## src/rtl/ilv_router_pkg.sv

```systemverilog
package ilv_router_pkg;
   // Requester identity, also the arbiter's favoured-master encoding
   typedef enum logic {MST_A = 1'b0, MST_B = 1'b1} mst_e;

   // Width of the in-port doubleword index for a given space and lane size
   function automatic int idx_width(input int addr_w, input int lane_bits);
      return addr_w - lane_bits - 1;
   endfunction
endpackage

```

## src/rtl/ilv_dec.sv

```systemverilog
module ilv_dec #(
   parameter int MADDR_W = 20,
   parameter int ADDR_W  = 18,
   parameter int LANE_B  = 3,
   localparam int IDX_W  = ADDR_W - LANE_B - 1
) (
   input  logic               valid,
   input  logic [MADDR_W-1:0] addr,
   output logic [1:0]         hit,
   output logic               oor,
   output logic [IDX_W-1:0]   idx
);
   generate
      if (MADDR_W > ADDR_W) begin : g_range
         assign oor = |addr[MADDR_W-1:ADDR_W];
      end else begin : g_full
         assign oor = 1'b0;
      end
   endgenerate

   assign idx = addr[ADDR_W-1:LANE_B+1];

   always_comb begin
      hit = '0;
      if (valid && !oor) hit[addr[LANE_B]] = 1'b1;
   end
endmodule

```

## src/rtl/ilv_rr_arb.sv

```systemverilog
module ilv_rr_arb
   import ilv_router_pkg::*;
(
   input  logic       clk,
   input  logic       rst_n,
   input  logic [1:0] req,
   output logic [1:0] gnt
);
   mst_e fav;
   logic both;

   assign both = &req;

   always_comb begin
      if (both) gnt = (fav == MST_B) ? 2'b10 : 2'b01;
      else      gnt = req;
   end

   always_ff @(posedge clk) begin
      if (!rst_n)    fav <= MST_A;
      else if (both) fav <= (fav == MST_A) ? MST_B : MST_A;
   end


   one_gnt_chk: assert property (@(posedge clk) disable iff (!rst_n)
      $onehot0(gnt));

   gnt_sub_chk: assert property (@(posedge clk) disable iff (!rst_n)
      (gnt & ~req) == 2'b00);

   no_idle_chk: assert property (@(posedge clk) disable iff (!rst_n)
      (req != 2'b00) |-> (gnt != 2'b00));

   alt_win_chk: assert property (@(posedge clk) disable iff (!rst_n)
      (both && $past(both)) |-> (gnt != $past(gnt)));
endmodule

```

## src/rtl/ilv_mem_router.sv

```systemverilog
module ilv_mem_router
   import ilv_router_pkg::*;
#(
   parameter int MADDR_W = 20,
   parameter int ADDR_W  = 18,
   parameter int DATA_W  = 64,
   localparam int BE_W   = DATA_W / 8,
   localparam int LANE_B = $clog2(BE_W),
   localparam int IDX_W  = ADDR_W - LANE_B - 1
) (
   input  logic                        clk,
   input  logic                        rst_n,
   input  logic [1:0]                  m_valid,
   input  logic [1:0]                  m_we,
   input  logic [1:0][MADDR_W-1:0]     m_addr,
   input  logic [1:0][DATA_W-1:0]      m_wdata,
   input  logic [1:0][BE_W-1:0]        m_be,
   output logic [1:0]                  m_ready,
   output logic [1:0]                  m_rvalid,
   output logic [1:0]                  m_err,
   output logic [1:0][DATA_W-1:0]      m_rdata,
   output logic [1:0]                  p_en,
   output logic [1:0]                  p_we,
   output logic [1:0][IDX_W-1:0]       p_idx,
   output logic [1:0][DATA_W-1:0]      p_wdata,
   output logic [1:0][BE_W-1:0]        p_be,
   input  logic [1:0][DATA_W-1:0]      p_rdata
);
   initial begin
      assert (DATA_W % 8 == 0 && (1 << LANE_B) == BE_W)
         else $error("DATA_W must be a power-of-two number of bytes");
      assert (MADDR_W >= ADDR_W && ADDR_W > LANE_B + 1)
         else $error("address widths inconsistent");
      assert (IDX_W == idx_width(ADDR_W, LANE_B))
         else $error("index width mismatch");
   end

   logic [1:0]       hit   [2];
   logic [1:0]       oor;
   logic [IDX_W-1:0] idx_m [2];
   logic [1:0]       gnt_p [2];
   logic [1:0]       rd_q, err_q, port_q;

   genvar gm, gp;
   generate
      for (gm = 0; gm < 2; gm++) begin : g_mst
         ilv_dec #(.MADDR_W(MADDR_W), .ADDR_W(ADDR_W), .LANE_B(LANE_B)) u_dec (
            .valid (m_valid[gm]),
            .addr  (m_addr[gm]),
            .hit   (hit[gm]),
            .oor   (oor[gm]),
            .idx   (idx_m[gm])
         );

         assign m_ready[gm] = gnt_p[0][gm] | gnt_p[1][gm] | (m_valid[gm] & oor[gm]);

         always_ff @(posedge clk) begin
            if (!rst_n) begin
               rd_q[gm]   <= 1'b0;
               err_q[gm]  <= 1'b0;
               port_q[gm] <= 1'b0;
            end else begin
               rd_q[gm]   <= m_ready[gm] & ~m_we[gm] & ~oor[gm];
               err_q[gm]  <= m_valid[gm] & oor[gm];
               port_q[gm] <= m_addr[gm][LANE_B];
            end
         end

         assign m_rvalid[gm] = rd_q[gm];
         assign m_err[gm]    = err_q[gm];
         assign m_rdata[gm]  = rd_q[gm] ? p_rdata[port_q[gm]] : '0;


         oor_noport_chk: assert property (@(posedge clk) disable iff (!rst_n)
            (m_valid[gm] && oor[gm]) |-> (m_ready[gm] && !gnt_p[0][gm] && !gnt_p[1][gm]));

         err_resp_chk: assert property (@(posedge clk) disable iff (!rst_n)
            (m_valid[gm] && oor[gm]) |=> (m_err[gm] && !m_rvalid[gm]));

         rd_ret_chk: assert property (@(posedge clk) disable iff (!rst_n)
            (m_valid[gm] && m_ready[gm] && !m_we[gm] && !oor[gm]) |=> m_rvalid[gm]);

         idle_chk: assert property (@(posedge clk) disable iff (!rst_n)
            !m_valid[gm] |-> !m_ready[gm]);
      end

      for (gp = 0; gp < 2; gp++) begin : g_port
         logic sel;
         ilv_rr_arb u_arb (
            .clk   (clk),
            .rst_n (rst_n),
            .req   ({hit[1][gp], hit[0][gp]}),
            .gnt   (gnt_p[gp])
         );
         assign sel          = gnt_p[gp][1];
         assign p_en[gp]     = |gnt_p[gp];
         assign p_we[gp]     = p_en[gp] & m_we[sel];
         assign p_idx[gp]    = idx_m[sel];
         assign p_wdata[gp]  = m_wdata[sel];
         assign p_be[gp]     = m_be[sel];
      end
   endgenerate


   par_chk: assert property (@(posedge clk) disable iff (!rst_n)
      (m_valid == 2'b11 && oor == 2'b00 && m_addr[0][LANE_B] != m_addr[1][LANE_B])
         |-> (m_ready == 2'b11));

   resp_excl_chk: assert property (@(posedge clk) disable iff (!rst_n)
      (m_rvalid & m_err) == 2'b00);
endmodule

```

## config.mk

```make
export PLATFORM = sky130hd
export DESIGN_NAME = ilv_mem_router
export DESIGN_NICKNAME = d
export VERILOG_FILES = /design/src/rtl/ilv_router_pkg.sv /design/src/rtl/ilv_dec.sv /design/src/rtl/ilv_rr_arb.sv /design/src/rtl/ilv_mem_router.sv
export SDC_FILE = /design/constraint.sdc
export NUM_CORES = 1
export LEC_CHECK = 0
export BUFFER_PORTS_ARGS = -buffer_cell sky130_fd_sc_hd__buf_2
export CORE_AREA = 2 2 244 246
export CTS_BUF_LIST = sky130_fd_sc_hd__clkbuf_8
export DETAILED_ROUTE_END_ITERATION = 8
export DIE_AREA = 0 0 246 248
export PLACE_DENSITY = 0.35
export SLEW_MARGIN = 20
export SYNTH_ARGS = -nofsm -noshare
export SYNTH_HDL_FRONTEND = slang
export SYNTH_HIERARCHICAL = 1
export SYNTH_SLANG_ARGS = --single-unit
```

## constraint.sdc

```tcl
create_clock -name clk -period 1.6 [get_ports clk]
set_input_delay 0.08 -clock clk [delete_from_list [all_inputs] [get_ports clk]]
set_output_delay 0.08 -clock clk [all_outputs]
set_load 0.01 [all_outputs]
```

# Yosys cells after proc, flatten, opt, wreduce, memory -nomap -nowiden
# Cells that the tools add are included.
# W data, S select, Z words.
# op_classes
magnitude_cmp,10
muxes,36
bitwise_logic,18
reduce_logical,12
# op_table
cell,count
$mux W64,10
$mux W14,6
$mux W8,4
$lt A1 B2 Y1 const B,6
$mux W2,6
$and A1 B1 Y1,8
$mux W1,8
$reduce_or A2 Y1,4
$ge A2 B2 Y1 const B,2
$logic_and A1 B1 Y1,4
$not A1 Y1,4
$not A1 Y2,2
$or A1 B1 Y1,4
$reduce_and A2 Y1,2
$demux W1 S1,2
$ge A1 B1 Y1 const B,2
$logic_not A1 Y1,2
# totals
register_bits,8
inputBits,318
out_inout_bits,310
wordCells,84

# Depth between registers and ports, before layout
# Gate-level depths: netlist (run 1).
# depth
word_depth,11
mapped_depth,6

# Modules after synthesis
# Netlist (run 1), hierarchy kept.
# by_module_without_submodules
mod,instances,cells_each,area_each_um2,seq_area_each_um2
ilv_mem_router,1,502,4773.3,120.1
ilv_dec,2,17,138.9,0.0
ilv_rr_arb,2,8,62.6,20.0

# Worst setup path before layout (run 1)
# No wires, ideal clock.
# synth_timing
kind,input -> output
startpoint,input port m_addr[39] (netlist bit)
endpoint,output port p_be[0] (netlist bit)
arrival_ps,1315
t_required_ps,1520
setup_slack_ps,205
path_stages,5
path_cell_list,nor4b_2 -> a21boi_0 -> buf_6 -> clkbuf_8 -> mux2_2
# synth_rtl
item,line_no,text
start: declaration,ilv_mem_router.sv:15,"input logic [1:0][MADDR_W-1:0] m_addr,"
end: declaration,ilv_mem_router.sv:26,"output logic [1:0][BE_W-1:0] p_be,"

==> metrics.yaml, run 1 <==
ys_warn_count: 6
endpoint_kind: "primary output"
routabilityCongestion: 0.888
synth_common_cells: "mux2_2 (172), mux2i_1 (130), nor2b_1 (128), buf_4 (28), clkbuf_8 (16)"
maxCapViolCount: 0
synthTopCellsByArea: "mux2_2 (37%), mux2i_1 (25%), nor2b_1 (15%)"
die_y_um: 248
dr.pass1.iters: 4
grt_pass1_vias: 7184
die_w_um: 246
rows: 89
nets: 1508
fin_crit_ps: 1770
violations: "negative setup slack"
max-vdd-ir-drop_mv: 0.256
maxSlewViolCount: 0
maxClockFrequency_ghz: 0.566
syn_nets: 870
insertion_delay_ps: 220
cts_tree: "yes"
clock-sinks: 8
power_mw: 3.07
track_usage_pct: 11.3
power.density_mw_per_mm2: 266
crit_fanout: 5
io_pins: 628
dpl.hpwl_mm: 31.7
route.detailed.drc: 0
period_share_pct: 110
ys_async_sr_fraction_pct: 0
synth_top_area_share_pct: 37.4
rrSetupSlack_ps: 40
antenna_found_initial: 14
cts_buffers: 3
yosysMostFrequentCell: "mux2_2"
fillers: 6521
routed_wirelength_mm: 39.8
synth_edf_count: 0
worst_pin_slew_ps: 405
synth_cell_types: 24
grt_overflow: 0
io_buffer_count: 621
hold_viol: 0
rsz0062_at_grt: "true"
grt_pass1_wl_mm: 50.1
ant_nets: 0
yosys.area.top_type: "mux2_2"
grt_max_degree: 42
relSlewSlack_pct: 72.2
viasPerCell: 3.57
required_ps: 1520
vias: 7023
post_route_cells_drive_above_1_share_pct: 76.2
fin_worst_skew_ps: 3.05
wire_per_inst_um: 20.2
hold_class: "input pin to flip-flop"
drt_iter0_drc: 149
critPathKind: "flip-flop to primary output"
core-area_mm2: 0.0585
setup_slack_ps: -167
syn-instance-count: 552
die_area_mm2: 0.0610
cts_buffer_depth: 2
cp-start-kind: "flip-flop"
postSynthAreaPerCell_um2: 9.38
initial_core_util_pct: 8.85
syn_to_final_growth_pct: 122
ys_ff_latch: 8
ys_seq_area_share_pct: 3.09
setup_viol: 175
synth_area_mm2: 0.00518
ctsHtreeMaxLevel: 1
ys.flop_type: "dfxtp_1"
critPathArrivalTime_ps: 1690
post-route-util_pct: 19.7
root_buffer: "clkbuf_8"
status: "complete, but fails checks"
clkTransAtPathRegs_ps: 40
leakage_nw: 5.77
layout by cell type (no fill, tap or decap), types with 2 or more instances in the layout:
cell type and n:
a21boi_4 2, and2_1 2, and3_1 2, and4bb_2 2, buf_12 20, buf_16 15, buf_2 471, buf_4 50
buf_6 145, clkbuf_16 7, clkbuf_8 3, dfxtp_1 2, dfxtp_2 4, dfxtp_4 2, diode_2 8, inv_2 2
mux2_2 16, mux2_4 156, mux2i_1 130, nand2_1 11, nand2b_1 2, nor2b_1 128, nor4b_4 2, or2_1 2
or2_4 2
where the power goes:
| group | switching [mW] | leakage, nW | internal [mW] |
|---|---|---|---|
| Clock | 0.0795 | 0.0216 | 0.163 |
| Combinational | 1.13 | 5.68 | 1.48 |
| Sequential | 0.00522 | 0.0687 | 0.205 |
cells by family (layout without fill, tap and decap cells):
logic type	after synthesis	in the layout	share of synthesized area, %
compound gates	6	6	0.774
other cells	0	8	0
buf+inv	78	714	14.3
mux	302	302	62.6
flops	8	8	3.09
simple gates	158	158	19.3
flip-flops by register name, summed over array words and instances, names as in the netlist:
name and count:
g_port.u_arb/fav 2, port_q 2, m_rvalid 2, m_err 2
path summary, 6_finish.rpt:
| check | cells after the start | end | startpoint |
|---|---|---|---|
| worst min register to register | 3 | g_port[1].u_arb/fav$_SDFFE_PN0P_ | g_port[1].u_arb/fav$_SDFFE_PN0P_ |
| worst min-delay path | 2 | m_rvalid[1]$_SDFF_PN0_ | m_we[1] |
| worst max-delay path | 8 | p_wdata[25] | g_port[0].u_arb/fav$_SDFFE_PN0P_ |
| worst max register to register | 9 | m_rvalid[1]$_SDFF_PN0_ | g_port[0].u_arb/fav$_SDFFE_PN0P_ |
critical path, stage by stage, from the launching register on:
cell and delay [ps]:
dfxtp_2 330, inv_2 40, a21boi_4 130, buf_4 180
buf_12 140, buf_12 100, buf_16 110, mux2_4 300
buf_6 130
per-stage QoR:
step	setup WS, ps	TNS [ps]	cells	area [um2]	hold slack (ps)
floorplan	205	0	552	5180	151
global placement	-304	-20280	1914	9010	336
detailed placement	-313	-21350	1914	9010	338
CTS	-206	-26980	1947	10400	102
global route	-206	-25080	1963	11500	118
finish	-167	-17730	1969	11500	120
metal layers:
metal | GRT usage, % | wire [um] | vias to the layer above | part of all wire (%)
met5 | 0 | 47 | - | 0.12
met4 | 5.13 | 2290 | 6 | 5.7
met3 | 2.68 | 3170 | 81 | 8.0
met2 | 22.1 | 20800 | 453 | 52
met1 | 11.1 | 13500 | 3278 | 34
li1 | - | - | 3205 | -
repair_timing:
item | CTS | global route
pin swaps | 3 | 7
setup buffers | 18 | 9
hold buffers | 0 | 0
resized for setup | 167 | 208
setup endpoints to repair | 281 | 177
gates cloned | 12 | 9
final cells by class:
cell class                      instances  area, um2  area share [%]
Antenna cell                            8       20.0           0.174
Tap cell                              773        967            8.40
Inverter                                2       7.51          0.0652
Sequential cell                         8        173            1.50
Timing Repair Buffer                  709       5370            46.6
Clock buffer                            3       41.3           0.359
Multi-Input combinational cell        466       4930            42.9
Power figures use the tool's default switching activity.
==> inputs of run 2 (changes only) <==
--- a/config.mk
+++ b/config.mk
@@ -6,13 +6,13 @@
 export NUM_CORES = 1
 export LEC_CHECK = 0
 export BUFFER_PORTS_ARGS = -buffer_cell sky130_fd_sc_hd__buf_2
-export CORE_AREA = 2 2 244 246
+export CORE_AREA = 2 2 241 243
 export CTS_BUF_LIST = sky130_fd_sc_hd__clkbuf_8
 export DETAILED_ROUTE_END_ITERATION = 8
-export DIE_AREA = 0 0 246 248
+export DIE_AREA = 0 0 243 245
+export GPL_TIMING_DRIVEN = 1
 export PLACE_DENSITY = 0.35
 export SLEW_MARGIN = 20
 export SYNTH_ARGS = -nofsm -noshare
 export SYNTH_HDL_FRONTEND = slang
-export SYNTH_HIERARCHICAL = 1
 export SYNTH_SLANG_ARGS = --single-unit
==> metrics.yaml, run 2 <==
status: "complete, but fails checks"  # unchanged
violations: "negative setup slack"  # unchanged
endpoint_kind: "primary output"  # unchanged
die_area_mm2: 0.0595  # was 0.0610 mm2
postSynthAreaPerCell_um2: 9.11  # was 9.38 um2
clock-sinks: 8  # unchanged
rows: 88  # was 89
hold_buffers: 0  # unchanged
layout_common_cells: "buf_2 (474), buf_6 (155), mux2_4 (149)"  # was buf_2 (471), mux2_4 (156), buf_6 (145)
synthTopCellsByArea: "mux2_2 (27%), mux2i_1 (27%), nor2b_1 (17%)"  # was mux2_2 (37%), mux2i_1 (25%), nor2b_1 (15%)
setup_slack_ps: -358  # was -167 ps
required_ps: 1520  # about the same
ctsHtreeMaxLevel: 1  # unchanged
synth_compound_area_share_pct: 2.95  # was 0.774%
synth_edf_count: 0  # unchanged
route.detailed.drc: 0  # unchanged
multiInputGateArea_mm2: 0.00491  # was 0.00493 mm2
period_share_pct: 122  # was 110%
synth-simple-area-share_pct: 19.9  # was 19.3%
io_pins: 628  # unchanged
viasPerCell: 3.55  # was 3.57
fin_worst_skew_ps: 5.19  # was 3.05 ps
routed_wirelength_mm: 36.7  # was 39.8 mm
cp-start-kind: "flip-flop"  # unchanged
synth_top_area_share_pct: 27.0  # was 37.4%
synth_top_family_by_area: "multiplexers"  # unchanged
vias: 6951  # was 7023
max-vdd-ir-drop_mv: 0.248  # was 0.256 mV
dr.pass1.iters: 4  # unchanged
die_w_um: 243  # was 246 um
antenna_found_initial: 6  # was 14
synth_xor_area_share_pct: 0  # unchanged
drt_iter0_drc: 155  # was 149
dpl.hpwl_mm: 29.5  # was 31.7 mm
regToRegEndpoint: "m_rvalid[1]$_SDFF_PN0_"  # unchanged
core-area_mm2: 0.0570  # was 0.0585 mm2
root_buffer: "clkbuf_8"  # unchanged
cts_buffer_depth: 2  # unchanged
maxSlewViolCount: 0  # unchanged
startpoint: "g_port[0].u_arb.fav$_SDFFE_PN0P_"  # was g_port[0].u_arb/fav$_SDFFE_PN0P_
fin_crit_ps: 1960  # was 1770 ps
routabilityCongestion: 0.967  # was 0.888
rrSetupSlack_ps: 280  # was 40 ps
ys_async_sr_fraction_pct: 0  # unchanged
setup_viol: 173  # was 175
worstReg2RegStart: "g_port[0].u_arb.fav$_SDFFE_PN0P_"  # was g_port[0].u_arb/fav$_SDFFE_PN0P_
ys_seq_area_share_pct: 3.34  # was 3.09%
dpl-instance-area_mm2: 0.00920  # was 0.00901 mm2
nets: 1511  # was 1508
ys.flop_type: "dfxtp_1"  # unchanged
syn_nets: 844  # was 870
wire_per_inst_um: 18.7  # was 20.2 um
maxCapViolCount: 0  # unchanged
yosys.area.top_type: "mux2_2"  # unchanged
hold_class: "input pin to flip-flop"  # unchanged
insertion_delay_ps: 240  # was 220 ps
grt_pass1_vias: 7242  # was 7184
syn-instance-count: 526  # was 552
maxClockFrequency_ghz: 0.511  # was 0.566 GHz
crit_fanout: 12  # was 5
ys_ff_latch: 8  # unchanged
synth_area_mm2: 0.00479  # was 0.00518 mm2
synth_common_cells: "mux2i_1 (128), nor2b_1 (128), mux2_2 (115), mux2_1 (58), clkbuf_1 (15)"  # was mux2_2 (172), mux2i_1 (130), nor2b_1 (128), buf_4 (28), clkbuf_8 (16)
ant_nets: 0  # unchanged
relSlewSlack_pct: 77.8  # was 72.2%
grt_overflow: 0  # unchanged
synth_cell_types: 35  # was 24
critPathArrivalTime_ps: 1880  # was 1690 ps
power.density_mw_per_mm2: 270  # was 266 mW/mm2
seqCellArea_um2: 175  # was 173 um2
ys_warn_count: 0  # was 6
post-route-util_pct: 19.9  # was 19.7%
io_buffer_count: 621  # unchanged
grt_pass1_wl_mm: 49.6  # was 50.1 mm
cts_buffers: 3  # unchanged
final_common_cell: "buf_2"  # unchanged
clkTransAtPathRegs_ps: 50  # was 40 ps
syn_to_final_growth_pct: 137  # was 122%
crit_end: "p_wdata[40]"  # was p_wdata[25]
r2r_cells: 5  # was 9
cts_tree: "yes"  # unchanged
leakage_nw: 6.13  # was 5.77 nW
rsz0062_at_grt: "true"  # unchanged
hold_viol: 0  # unchanged
worst_pin_slew_ps: 324  # was 405 ps
grt_max_degree: 66  # was 42
fillers: 6446  # was 6521
track_usage_pct: 11.2  # was 11.3%
post_route_cells_drive_above_1_share_pct: 74.3  # was 76.2%
fin_area_mm2: 0.0114  # was 0.0115 mm2
die_y_um: 245  # was 248 um
critPathKind: "flip-flop to primary output"  # unchanged
initial_core_util_pct: 8.40  # was 8.85%
synthAdderAreaFrac_pct: 0  # unchanged
muxShareOfSynthArea_pct: 67.4  # was 62.6%
## run 2: cell count changes in the layout (fill, tap and decap cells not counted), sizes merged, moves of 3 or more
cell and change:
a21boi -3, buf +5, clkbuf -4, diode -7
nand2 -7, nor4b -3, o21ai +3, or2 -3
## run 2: kinds of logic (layout without fill, tap and decap cells)
group | after synthesis | in the layout
simple gates | 149 | 149
compound gates | 17 | 17
mux | 301 | 301
other cells | 0 | 1
buf+inv | 51 | 717
flops | 8 | 8
## run 2: timing repair
action | CTS | global route
resized for setup | 233 | 155
setup buffers | 17 | 6
gates cloned | 9 | 3
pin swaps | 3 | 3
setup endpoints to repair | 288 | 175
## run 2: worst max-delay path, stage by stage (launching register included)
cell and delay (ps):
dfxtp_2 310, or2_4 260, o21ai_4 190, buf_12 200, buf_16 170, mux2_2 350, buf_2 150
## run 2: layer usage
metal,routed length [um],GRT usage [%]
met1,13400,12.0
met2,20200,22.6
met3,2510,2.12
met4,467,1.68
met5,41,0
## run 2: cell type report
cell class | instances | area share (%)
timing repair buffer | 710 | 46.3
multi-input combinational | 467 | 43.2
tap | 765 | 8.43
sequential | 8 | 1.54
clock buffer | 3 | 0.364
inverter | 3 | 0.0991
clock inverter | 1 | 0.0330
antenna | 1 | 0.0220
## run 2: worst min path at each step
stage | startpoint | endpoint | slack [ps] | depth (start not counted)
floorplan | m_we[0] | m_rvalid[0]$_SDFF_PN0_ | 160 | 1
global placement | m_we[0] | m_rvalid[0]$_SDFF_PN0_ | 330 | 2
detailed placement | m_we[0] | m_rvalid[0]$_SDFF_PN0_ | 310 | 2
CTS | m_we[0] | m_rvalid[0]$_SDFF_PN0_ | 60 | 2
global route | m_we[0] | m_rvalid[0]$_SDFF_PN0_ | 90 | 2
finish | m_we[0] | m_rvalid[0]$_SDFF_PN0_ | 60 | 2
## run 2: where the power goes
part	leakage, nW	total [mW]	internal [mW]	switching [mW]
Clock	0.0269	0.280	0.169	0.111
Combinational	6.03	2.58	1.48	1.10
Sequential	0.0690	0.211	0.203	0.00796
Total	6.13	3.07	1.85	1.22
## run 2: metrics by stage
step	setup TNS (ps)	power [mW]	std cells	worst slack (ps)	hold WS, ps
5_1_grt	-53000	3.24	1957	-400	88.3
6_report	-45070	3.07	1958	-358	61.6
3_5_place_dp	-37080	2.15	1928	-295	313
4_1_cts	-53750	2.88	1957	-387	62.2
2_1_floorplan	0	1.06	526	21.5	159
3_3_place_gp	-35490	2.15	1928	-284	326
